$ cat src/rtl/ddr2_init_pkg.sv
package ddr2_init_pkg;
  localparam int NUM_ENTRIES = 14;
  localparam int WAIT_W      = 8;
  localparam int ADDR_W      = 14;
  localparam int BANK_W      = 2;
  localparam int CMD_W       = 3;
  localparam int IDX_W       = $clog2(NUM_ENTRIES);
  localparam int PTR_W       = $clog2(NUM_ENTRIES + 1);

  localparam logic [CMD_W-1:0] CMD_NOP = 3'd0;
  localparam logic [CMD_W-1:0] CMD_PRE = 3'd1;
  localparam logic [CMD_W-1:0] CMD_REF = 3'd2;
  localparam logic [CMD_W-1:0] CMD_MRS = 3'd3;

  typedef struct packed {
    logic              valid;
    logic [CMD_W-1:0]  cmd;
    logic [BANK_W-1:0] bank;
    logic [ADDR_W-1:0] addr;
    logic [WAIT_W-1:0] waitCnt;
  } entry_t;

  localparam int ENTRY_W = $bits(entry_t);

  typedef struct packed {
    logic wrAllow;
    logic startRun;
    logic issue;
    logic decWait;
  } seq_strobe_t;
endpackage

$ cat src/rtl/init_datapath.sv
module init_datapath
  import ddr2_init_pkg::*;
(
  input  logic              clk,
  input  logic              rstN,
  input  seq_strobe_t       stb,
  input  logic              wrEn,
  input  logic [IDX_W-1:0]  wrIdx,
  input  logic [ENTRY_W-1:0] wrData,
  output logic              found,
  output logic              waitZero,
  output logic [CMD_W-1:0]  cmdOut,
  output logic [BANK_W-1:0] bankOut,
  output logic [ADDR_W-1:0] addrOut
);
  entry_t            tbl [NUM_ENTRIES];
  logic [PTR_W-1:0]  ptr;
  logic [WAIT_W-1:0] waitCnt;
  logic [IDX_W-1:0]  hitIdx;
  entry_t            sel;

  // Entry storage; writes only land when the control allows them.
  always_ff @(posedge clk or negedge rstN) begin
    if (!rstN) begin
      for (int i = 0; i < NUM_ENTRIES; i++) tbl[i] <= '0;
    end else if (stb.wrAllow && wrEn && (int'(wrIdx) < NUM_ENTRIES)) begin
      tbl[wrIdx] <= entry_t'(wrData);
    end
  end

  // Lowest valid entry at or above the pointer.
  always_comb begin
    found  = 1'b0;
    hitIdx = '0;
    for (int i = NUM_ENTRIES - 1; i >= 0; i--) begin
      if ((i >= int'(ptr)) && tbl[i].valid) begin
        found  = 1'b1;
        hitIdx = IDX_W'(i);
      end
    end
  end

  assign sel      = tbl[hitIdx];
  assign waitZero = (waitCnt == '0);

  always_ff @(posedge clk or negedge rstN) begin
    if (!rstN) begin
      ptr     <= '0;
      waitCnt <= '0;
    end else if (stb.startRun) begin
      ptr     <= '0;
      waitCnt <= '0;
    end else if (stb.issue) begin
      ptr     <= PTR_W'(hitIdx) + PTR_W'(1);
      waitCnt <= sel.waitCnt;
    end else if (stb.decWait) begin
      waitCnt <= waitCnt - WAIT_W'(1);
    end
  end

  assign cmdOut  = stb.issue ? sel.cmd  : CMD_NOP;
  assign bankOut = stb.issue ? sel.bank : '0;
  assign addrOut = stb.issue ? sel.addr : '0;
endmodule

$ cat src/rtl/init_control.sv
module init_control
  import ddr2_init_pkg::*;
(
  input  logic        clk,
  input  logic        rstN,
  input  logic        execReq,
  input  logic        ctrlEnSet,
  input  logic        found,
  input  logic        waitZero,
  output seq_strobe_t stb,
  output logic        busy,
  output logic        initDone,
  output logic        ctrlEnable
);
  logic running;
  logic finish;

  always_comb begin
    stb.wrAllow  = !running;
    stb.startRun = execReq && !running;
    stb.issue    = running && waitZero && found;
    stb.decWait  = running && !waitZero;
  end
  assign finish = running && waitZero && !found;

  always_ff @(posedge clk or negedge rstN) begin
    if (!rstN) begin
      running    <= 1'b0;
      initDone   <= 1'b0;
      ctrlEnable <= 1'b0;
    end else begin
      if (stb.startRun) begin
        running    <= 1'b1;
        initDone   <= 1'b0;
        ctrlEnable <= 1'b0;
      end else begin
        if (finish) begin
          running  <= 1'b0;
          initDone <= 1'b1;
        end
        if (ctrlEnSet && initDone) ctrlEnable <= 1'b1;
      end
    end
  end

  assign busy = running;
endmodule

$ cat src/rtl/ddr2_init_seq.sv
module ddr2_init_seq
  import ddr2_init_pkg::*;
(
  input  logic               clk,
  input  logic               rstN,
  input  logic               wrEn,
  input  logic [IDX_W-1:0]   wrIdx,
  input  logic [ENTRY_W-1:0] wrData,
  input  logic               execReq,
  input  logic               ctrlEnSet,
  input  logic               calDoneIn,
  output logic               cmdIssue,
  output logic [CMD_W-1:0]   cmdOut,
  output logic [BANK_W-1:0]  bankOut,
  output logic [ADDR_W-1:0]  addrOut,
  output logic               busy,
  output logic               initDone,
  output logic               ctrlEnable,
  output logic               calDoneOut
);
  seq_strobe_t stb;
  logic        found;
  logic        waitZero;

  init_control ctrl_i (
    .clk(clk), .rstN(rstN), .execReq(execReq), .ctrlEnSet(ctrlEnSet),
    .found(found), .waitZero(waitZero), .stb(stb), .busy(busy),
    .initDone(initDone), .ctrlEnable(ctrlEnable)
  );

  init_datapath dp_i (
    .clk(clk), .rstN(rstN), .stb(stb), .wrEn(wrEn), .wrIdx(wrIdx),
    .wrData(wrData), .found(found), .waitZero(waitZero), .cmdOut(cmdOut),
    .bankOut(bankOut), .addrOut(addrOut)
  );

  assign cmdIssue   = stb.issue;
  assign calDoneOut = calDoneIn;
endmodule

$ cat config.mk
export PLATFORM = sky130hd
export DESIGN_NAME = ddr2_init_seq
export DESIGN_NICKNAME = d
export VERILOG_FILES = /design/src/rtl/ddr2_init_pkg.sv /design/src/rtl/init_datapath.sv /design/src/rtl/init_control.sv /design/src/rtl/ddr2_init_seq.sv
export SDC_FILE = /design/constraint.sdc
export NUM_CORES = 1
export LEC_CHECK = 0
export ABC_AREA = 1
export BUFFER_PORTS_ARGS = -buffer_cell sky130_fd_sc_hd__buf_4
export CAP_MARGIN = 20
export CORE_UTILIZATION = 55
export DETAILED_ROUTE_END_ITERATION = 6
export PLACE_DENSITY = 0.72
export SYNTH_ARGS = -nofsm -noshare
export SYNTH_HDL_FRONTEND = slang
export SYNTH_SLANG_ARGS = --single-unit
export TNS_END_PERCENT = 100
$ cat constraint.sdc
create_clock -name clk -period 4.8 [get_ports clk]
set_input_delay 0.96 -clock clk [delete_from_list [all_inputs] [get_ports clk]]
set_output_delay 0.96 -clock clk [all_outputs]
set_load 0.02 [all_outputs]
==> results of run 1 <==
-- layout make-up --
class	count	area [um^2]
multi-input combinational	1726	7642
tap	448	560.5
fill	2942	12470
clock inverter	19	241.5
sequential	407	10180
inverter	121	456.7
clock buffer	64	1340
timing repair buffer	99	888.4
-- cells in the final DEF (no fill, tap or decap), types with 7 or more instances in the layout --
master,n
sky130_fd_sc_hd__buf_4,87
sky130_fd_sc_hd__nand2_1,774
sky130_fd_sc_hd__clkbuf_1,7
sky130_fd_sc_hd__dfrtp_1,407
sky130_fd_sc_hd__buf_12,11
sky130_fd_sc_hd__a21oi_1,81
sky130_fd_sc_hd__clkinv_2,8
sky130_fd_sc_hd__nor2_1,155
sky130_fd_sc_hd__clkbuf_8,10
sky130_fd_sc_hd__clkbuf_16,47
sky130_fd_sc_hd__inv_1,114
sky130_fd_sc_hd__o21ai_0,335
sky130_fd_sc_hd__nand2_2,15
sky130_fd_sc_hd__nand3_1,310
sky130_fd_sc_hd__a31oi_1,20
-- worst max path at each step --
stage,startpoint,to,cells after the start
floorplan,dp_i.waitCnt[0]$_DFFE_PN0P_,addrOut[0],13
finish,dp_i.ptr[1]$_DFFE_PN0P_,addrOut[0],18
CTS,dp_i.ptr[1]$_DFFE_PN0P_,addrOut[0],18
global route,dp_i.ptr[3]$_DFFE_PN0P_,addrOut[0],22
global placement,dp_i.ptr[1]$_DFFE_PN0P_,addrOut[0],18
detailed placement,dp_i.ptr[1]$_DFFE_PN0P_,addrOut[0],18
-- where the power goes --
group | switching (uW) | internal (uW) | total, uW
clock | 1440 | 2220 | 3660
sequential | 17.7 | 3470 | 3480
combinational | 152 | 51.5 | 203
-- state kept, by name, indices dropped and copies added (netlist names) --
signal / flops
dp_i.ptr: 4
ctrl_i.busy: 1
ctrl_i.ctrlEnable: 1
dp_i.waitCnt: 8
dp_i.tbl: 392
ctrl_i.initDone: 1
-- critical path, delay by kind of cell (launching register included) --
| kind | cells | cell delay [ns] |
|---|---|---|
| AOI/OAI and AO/OA | 1 | 0.10 |
| and+or+nand+nor | 12 | 1.24 |
| buffers and inverters | 5 | 1.20 |
| DFF | 1 | 0.40 |
-- logic make-up (layout without fill, tap and decap cells) --
| logic type | after synthesis | count (layout) | synth area share, % |
|---|---|---|---|
| XOR/XNOR | 5 | 5 | 0.2299 |
| buffers and inverters | 317 | 303 | 6.792 |
| adder cells (fa/ha/maj) | 2 | 2 | 0.1313 |
| AO/OA/AOI/OAI | 450 | 450 | 12.11 |
| flip-flops | 407 | 407 | 53.46 |
| AND/OR/NAND/NOR | 1269 | 1269 | 27.27 |
-- layer usage --
metal / track usage, % / vias to the layer above
met5: 0 / -
met4: 10.19 / 0
met3: 3.781 / 99
met2: 49.60 / 664
met1: 44.50 / 8081
li1: - / 7825
-- stage by stage --
step | setup slack, ns | power (uW) | util, % | instance area [um^2] | hold WS (ns)
global placement | 0.9545 | 3747 | 58.29 | 19690 | 0.4656
global route | 0.04145 | 7559 | 63.09 | 21310 | 0.4825
CTS | 0.2875 | 7390 | 62.97 | 21270 | 0.4599
detailed placement | 0.9137 | 3752 | 58.29 | 19690 | 0.4728
finish | 0.3005 | 7349 | 63.09 | 21310 | 0.4032
floorplan | 1.645 | 3619 | - | 19050 | 0.4497
==> out/summary.log, run 1 <==
[pwr] leakage power 0.009870 uW
[critical_path] critical path's most frequent cell sky130_fd_sc_hd__nand2_1
[global_routing] antenna violations before repair 0
[critical_path] Worst path slowest cell sky130_fd_sc_hd__inv_4
[yosys] combined area of all synthesized cells 19050 um^2
[critical_path] classification of the worst setup path register to primary output
[sta] sum of negative setup slack 0 ns
[die] die width 188.1 um
[yosys] async set-or-reset flop fraction in the synthesized netlist 100.0%
[routing] number of DRC violations after detailed-routing iteration 0 1712
[finish] # nets final 2440
[routing] post-DR wirelength/cell 18.66 um
[sta] portion of the clock cycle consumed by the worst path in the final layout 93.74%
[global_routing] total global-route track usage 31.17%
[sta] highest achievable clock rate 0.2222 GHz
[critical_path] crit end category primary output
[die] total die area 35380 um^2
[cts] post_cts resized 0
[yosys] register area share after synthesis 53.46%
[placed_design] cell count after placement 2799
[routing] top metal layer carrying routed signals met4
[yosys] post-synthesis area per instance 7.775 um^2
[critical_path] worst reg-to-reg path cell count 15
[critical_path] worst path cell trace inv_1 -> o21ai_1 -> or2_2 -> nand2_1 -> inv_1 -> nand2_1 -> nand2_1 -> nand2_2 -> nand2_4 -> inv_4 -> buf_12 -> nand2_1 -> nand3_1 -> nand2_1 -> nor2_1 -> nor2_1 -> nor2_1 -> buf_4
[routing] DRC Markers 0
[yosys] warning count from the yosys run 0
[critical_path] crit path DAT 3.54 ns
[cts] source-to-sink clock delay at the later pin of the worst-skew pair 0.56 ns
[sta] number of endpoints failing setup at the final stage 0
[routing] iteration count of the initial detailed-routing pass 5
[cts] clock tree from TritonCTS done
[critical_path] maximum fanout along the worst path 53
[worst_hold_path] min-delay worst type input pin to async pin
[yosys] fraction of synthesized cell area taken by the top area cell type 53.46%
[cts] number of setup buffers added after CTS 0
[pwr] Power Dens Cells 344.8 nW/um^2
[routing] amount of wire on met2 after detailed routing 25120 um
[yosys] most common cell in the netlist sky130_fd_sc_hd__nand2_1
[die] Initial Util 56.39%
[cts] CTS buffer count 45
[cts] clock tree root driver cell sky130_fd_sc_hd__clkbuf_16
[routing] total length of routed wires 53810 um
[sta] setup clock skew after layout 0.01615 ns
[finish] synthesis-to-finish area growth 11.89%
[yosys] net count after synthesis 2490
[sta] RSZ-0062 raised after global routing no
[yosys] top cell types by occurrence after synthesis sky130_fd_sc_hd__nand2_1, sky130_fd_sc_hd__dfrtp_1, sky130_fd_sc_hd__o21ai_0, sky130_fd_sc_hd__nand3_1, sky130_fd_sc_hd__nor2_1
[finish] fraction of layout instances using a drive strength above 1 8.456%
[die] vertical die dimension 188.1 um
[flow_run] Max Cap Viol 0
[cts] number of buffers inserted by hold repair at cts 0
[placed_design] Final Wtd Congestion 0.8386
[cts] maximum buffer depth of the clock tree 3
[sta] Final min period 4.499 ns
[yosys] top cells by area, synth sky130_fd_sc_hd__dfrtp_1, sky130_fd_sc_hd__nand2_1, sky130_fd_sc_hd__o21ai_0
[yosys] number of enable-type register cells in the synthesized netlist 0
[yosys] main flop type after synthesis sky130_fd_sc_hd__dfrtp_1
[critical_path] crit path launch type register
[global_routing] largest net degree at the start of global routing 149
[yosys] leading area contributor after synthesis sky130_fd_sc_hd__dfrtp_1
[global_routing] remaining global-route overflow 0
[placed_design] half-perimeter wire length after placement 30330 um
[cts] clk sink count 407
[finish] post-layout instance count excluding filler cells 2884
[global_routing] via count of the first global-routing pass 15980
[sta] max_slew headroom 33.77%
[critical_path] Reg2Reg Capture Point dp_i.waitCnt[5]$_DFFE_PN0P_
[sta] final count of pins violating max slew 0
[critical_path] Max stage delay on crit path 0.49 ns
[yosys] post-synthesis register bit count 407
[finish] antenna fix cells 0
[yosys] Mapped Cells 2450
[routing] DRT antenna net count 0
[die] Core Box Area 33780 um^2
[routing] via density per instance 5.780
[status] result of the run finished clean
[critical_path] startpoint of the worst-slack reg-to-reg timing path dp_i.waitCnt[0]$_DFFE_PN0P_
[pwr] IR Drop Worst-Case VDD 0.0003809 V
[sta] number of hold-slack violations in the final timing report 0
[critical_path] Critical Path RT 3.84 ns
[placed_design] Port-buffer cells 59
[cts] CTS clock-pin slew for the worst setup and hold paths 0.06 ns
[die] number of placed I/O pins 62
[routing] post-route met1 wirelength 23500 um
[die] floorplan row count 67
[routing] amount of wire on met3 after detailed routing 3704 um
[routing] DR vias 16670
[global_routing] wire length of the first global-routing pass 87330 um
[critical_path] FF-to-FF setup slack 1.71 ns
[yosys] number of unique standard cell types used by synthesis 31
[cts] htree depth 2
[sta] slew of the pin with the lowest slew margin 0.9900 ns
Note: power is estimated with default switching activity, not from simulation.
==> run 2, diff against run 1 <==
==> constraint.sdc (replaced) <==
create_clock -name clk -period 4.8 [get_ports clk]
set_input_delay 0.96 -clock clk [delete_from_list [all_inputs] [get_ports clk]]
set_output_delay 0.96 -clock clk [all_outputs]
set_load 0.1 [all_outputs]
==> run 2 against run 1 <==
The flow now finishes with violations (DRC). First-iteration DRC count fell by 6.0%. Clock-buffer cell count decreased by 10. Via count shrank 0.38%. Largest cell class unchanged.
==> out/summary.log, run 2 (same netlist as run 1, synthesis figures left out) <==
[cts] maximum buffer depth of the clock tree 3 [unchanged]
[critical_path] critical path's most frequent cell sky130_fd_sc_hd__nor2_1
[status] violated checks DRC
[finish] fraction of layout instances using a drive strength above 1 8.470% [+0.014 points]
[sta] number of endpoints failing setup at the final stage 0 [unchanged]
[finish] flip-flop count of the largest register, all copies and words added 392 [unchanged]
[global_routing] via count of the first global-routing pass 15880 [-0.63%]
[critical_path] crit path DAT 3.62 ns [+0.08 ns]
[finish] # nets final 2439 [-0.041%]
[sta] setup clock skew after layout 0.02490 ns [+0.008747 ns]
[finish] largest reg by FF count dp_i.tbl
[critical_path] crit path launch type register
[die] number of placed I/O pins 62 [unchanged]
[die] vertical die dimension 188.1 um [unchanged]
[routing] DRT antenna net count 0 [unchanged]
[finish] antenna fix cells 0 [unchanged]
[finish] area occupied by registers 10180 um^2 [unchanged]
[finish] multi-input gate area in the final layout 7651 um^2 [+0.11%]
[critical_path] worst path cell trace nor2_1 -> inv_1 -> nor3_1 -> nor2_1 -> nand2_1 -> inv_1 -> nand2_2 -> buf_4 -> inv_2 -> buf_4 -> nor2_1 -> nor2_1 -> nor2_1 -> buf_4
[sta] sum of negative setup slack 0 ns [unchanged]
[worst_hold_path] min-delay worst type input pin to async pin
[cts] CTS buffer count 43 [-4.4%]
[global_routing] antenna violations before repair 0 [unchanged]
[global_routing] largest net degree at the start of global routing 124 [-17%]
[routing] total length of routed wires 53610 um [-0.36%]
[critical_path] Critical Path RT 3.84 ns [about the same]
[finish] largest registers in the final layout dp_i.tbl (392), dp_i.waitCnt (8), dp_i.ptr (4)
[finish] most common cell after layout, fill and taps aside sky130_fd_sc_hd__nand2_1
[routing] post-DR wirelength/cell 18.62 um [-0.22%]
[routing] number of DRC violations after detailed-routing iteration 0 1610 [-6.0%]
[sta] slew of the pin with the lowest slew margin 0.9740 ns [-0.01601 ns]
[critical_path] FF-to-FF setup slack 1.76 ns [+0.05 ns]
[sta] RSZ-0062 raised after global routing no
[sta] fin worst setup slack 0.2171 ns [-0.08341 ns]
[die] die width 188.1 um [unchanged]
[sta] number of hold-slack violations in the final timing report 0 [unchanged]
[global_routing] wire length of the first global-routing pass 86680 um [-0.74%]
[placed_design] Port-buffer cells 59 [unchanged]
[cts] clk sink count 407 [unchanged]
[flow_run] Max Cap Viol 0 [unchanged]
[sta] max_slew headroom 35.07% [+1.3 points]
[cts] CTS clock-pin slew for the worst setup and hold paths 0.06 ns [about the same]
[placed_design] post-place setup slack 0.7799 ns [-0.1338 ns]
[cts] source-to-sink clock delay at the later pin of the worst-skew pair 0.57 ns [about the same]
[pwr] IR Drop Worst-Case VDD 0.0002965 V [-22%]
[critical_path] maximum fanout along the worst path 27 [-49%]
[critical_path] crit end category primary output
[routing] DRC Markers 1 [+1]
[die] floorplan row count 67 [unchanged]
[critical_path] worst reg-to-reg path cell count 14 [-1]
[critical_path] Reg2Reg Capture Point dp_i.waitCnt[5]$_DFFE_PN0P_
[pwr] power after layout 7311 uW [-0.51%]
[placed_design] Final Wtd Congestion 0.8399 [+0.16%]
[sta] final count of pins violating max slew 0 [unchanged]
[placed_design] half-perimeter wire length after placement 30130 um [-0.65%]
[finish] Layout fillers 2975 [+1.1%]
[die] Initial Util 56.39% [unchanged]
[routing] via density per instance 5.766 [-0.24%]
[status] result of the run finished, violations left
[critical_path] Max stage delay on crit path 0.43 ns [-0.06 ns]
[sta] worst-case hold slack 0.4482 ns [+0.04505 ns]
[sta] highest achievable clock rate 0.2182 GHz [-1.8%]
[cts] clock tree root driver cell sky130_fd_sc_hd__clkbuf_16
[pwr] leakage power 0.009860 uW [-0.11%]
[critical_path] Worst path slowest cell sky130_fd_sc_hd__dfrtp_1
[finish] synthesis-to-finish area growth 11.76%
[routing] iteration count of the initial detailed-routing pass 7 [+2]
[critical_path] startpoint of the worst-slack reg-to-reg timing path dp_i.ptr[2]$_DFFE_PN0P_
[sta] portion of the clock cycle consumed by the worst path in the final layout 95.48% [+1.7 points]
[global_routing] remaining global-route overflow 0 [unchanged]
[finish] commonest cells after routing, fill and taps aside sky130_fd_sc_hd__nand2_1, sky130_fd_sc_hd__dfrtp_1, sky130_fd_sc_hd__o21ai_0
[cts] htree depth 2 [unchanged]
[sta] Final min period 4.583 ns [+0.08341 ns]
[routing] DR vias 16610 [-0.38%]
[die] total die area 35380 um^2 [unchanged]
[cts] clock tree from TritonCTS done
[critical_path] classification of the worst setup path register to primary output
[global_routing] total global-route track usage 31.12% [-0.044 points]
[pwr] Power Dens Cells 343.4 nW/um^2 [-0.39%]
[die] Core Box Area 33780 um^2 [unchanged]
-- run 2: how the worst max path moves through the flow --
stage	end	startpoint
after floorplan	addrOut[10]	ctrl_i.busy$_DFFE_PN0P_
after global placement	cmdOut[2]	dp_i.ptr[1]$_DFFE_PN0P_
after detailed placement	cmdOut[2]	dp_i.ptr[1]$_DFFE_PN0P_
after CTS	cmdOut[2]	dp_i.ptr[1]$_DFFE_PN0P_
after global routing	cmdOut[2]	dp_i.ptr[2]$_DFFE_PN0P_
final	cmdOut[2]	dp_i.ptr[2]$_DFFE_PN0P_
-- run 2: per-stage QoR --
stage               std cells  instance area [um^2]  utilization (%)
global placement         2799                 19680            58.24
global route             2880                 21290            63.02
floorplan                2450                 19050                -
finish                   2880                 21290            63.02
detailed placement       2800                 19700            58.30
CTS                      2878                 21250            62.89
-- run 2: layout make-up --
type                       count  share of cell area [%]
clock buffer                  54                   5.677
inverter                     121                   2.145
sequential                   407                   47.84
multi-input combinational   1726                   35.94
timing repair buffer         100                   4.167
tap                          448                   2.633
clock inverter                24                   1.599
-- run 2: layer usage --
layer  global-route usage [%]  vias up  wire length, um
li1                         -     7823                -
met1                    43.16     8063            23210
met2                    50.37      611            25350
met3                    4.118      109             3524
met4                    11.01        0             1527
met5                        0        -                0
-- run 2: power by group --
group / switching, uW / internal [uW] / total (uW) / leakage (uW)
registers: 17.5 / 3460 / 3480 / 0.00550
logic: 153 / 51.0 / 204 / 0.00359
clock network: 1410 / 2220 / 3620 / 0.000768
total: 1580 / 5730 / 7310 / 0.00986
-- run 2: critical path: cells and delay by family (launching register included) --
| kind | cells | cell delay (ns) |
|---|---|---|
| flip-flops | 1 | 0.43 |
| AND/OR/NAND/NOR | 8 | 1.42 |
| buffers and inverters | 6 | 1.21 |
-- run 2: repair_timing --
action                     in CTS  in global routing
setup endpoints to repair       0                  5
hold endpoints to repair        0                  0
setup buffers                   0                  0
gates resized for setup         0                  1
hold buffers                    0                  0
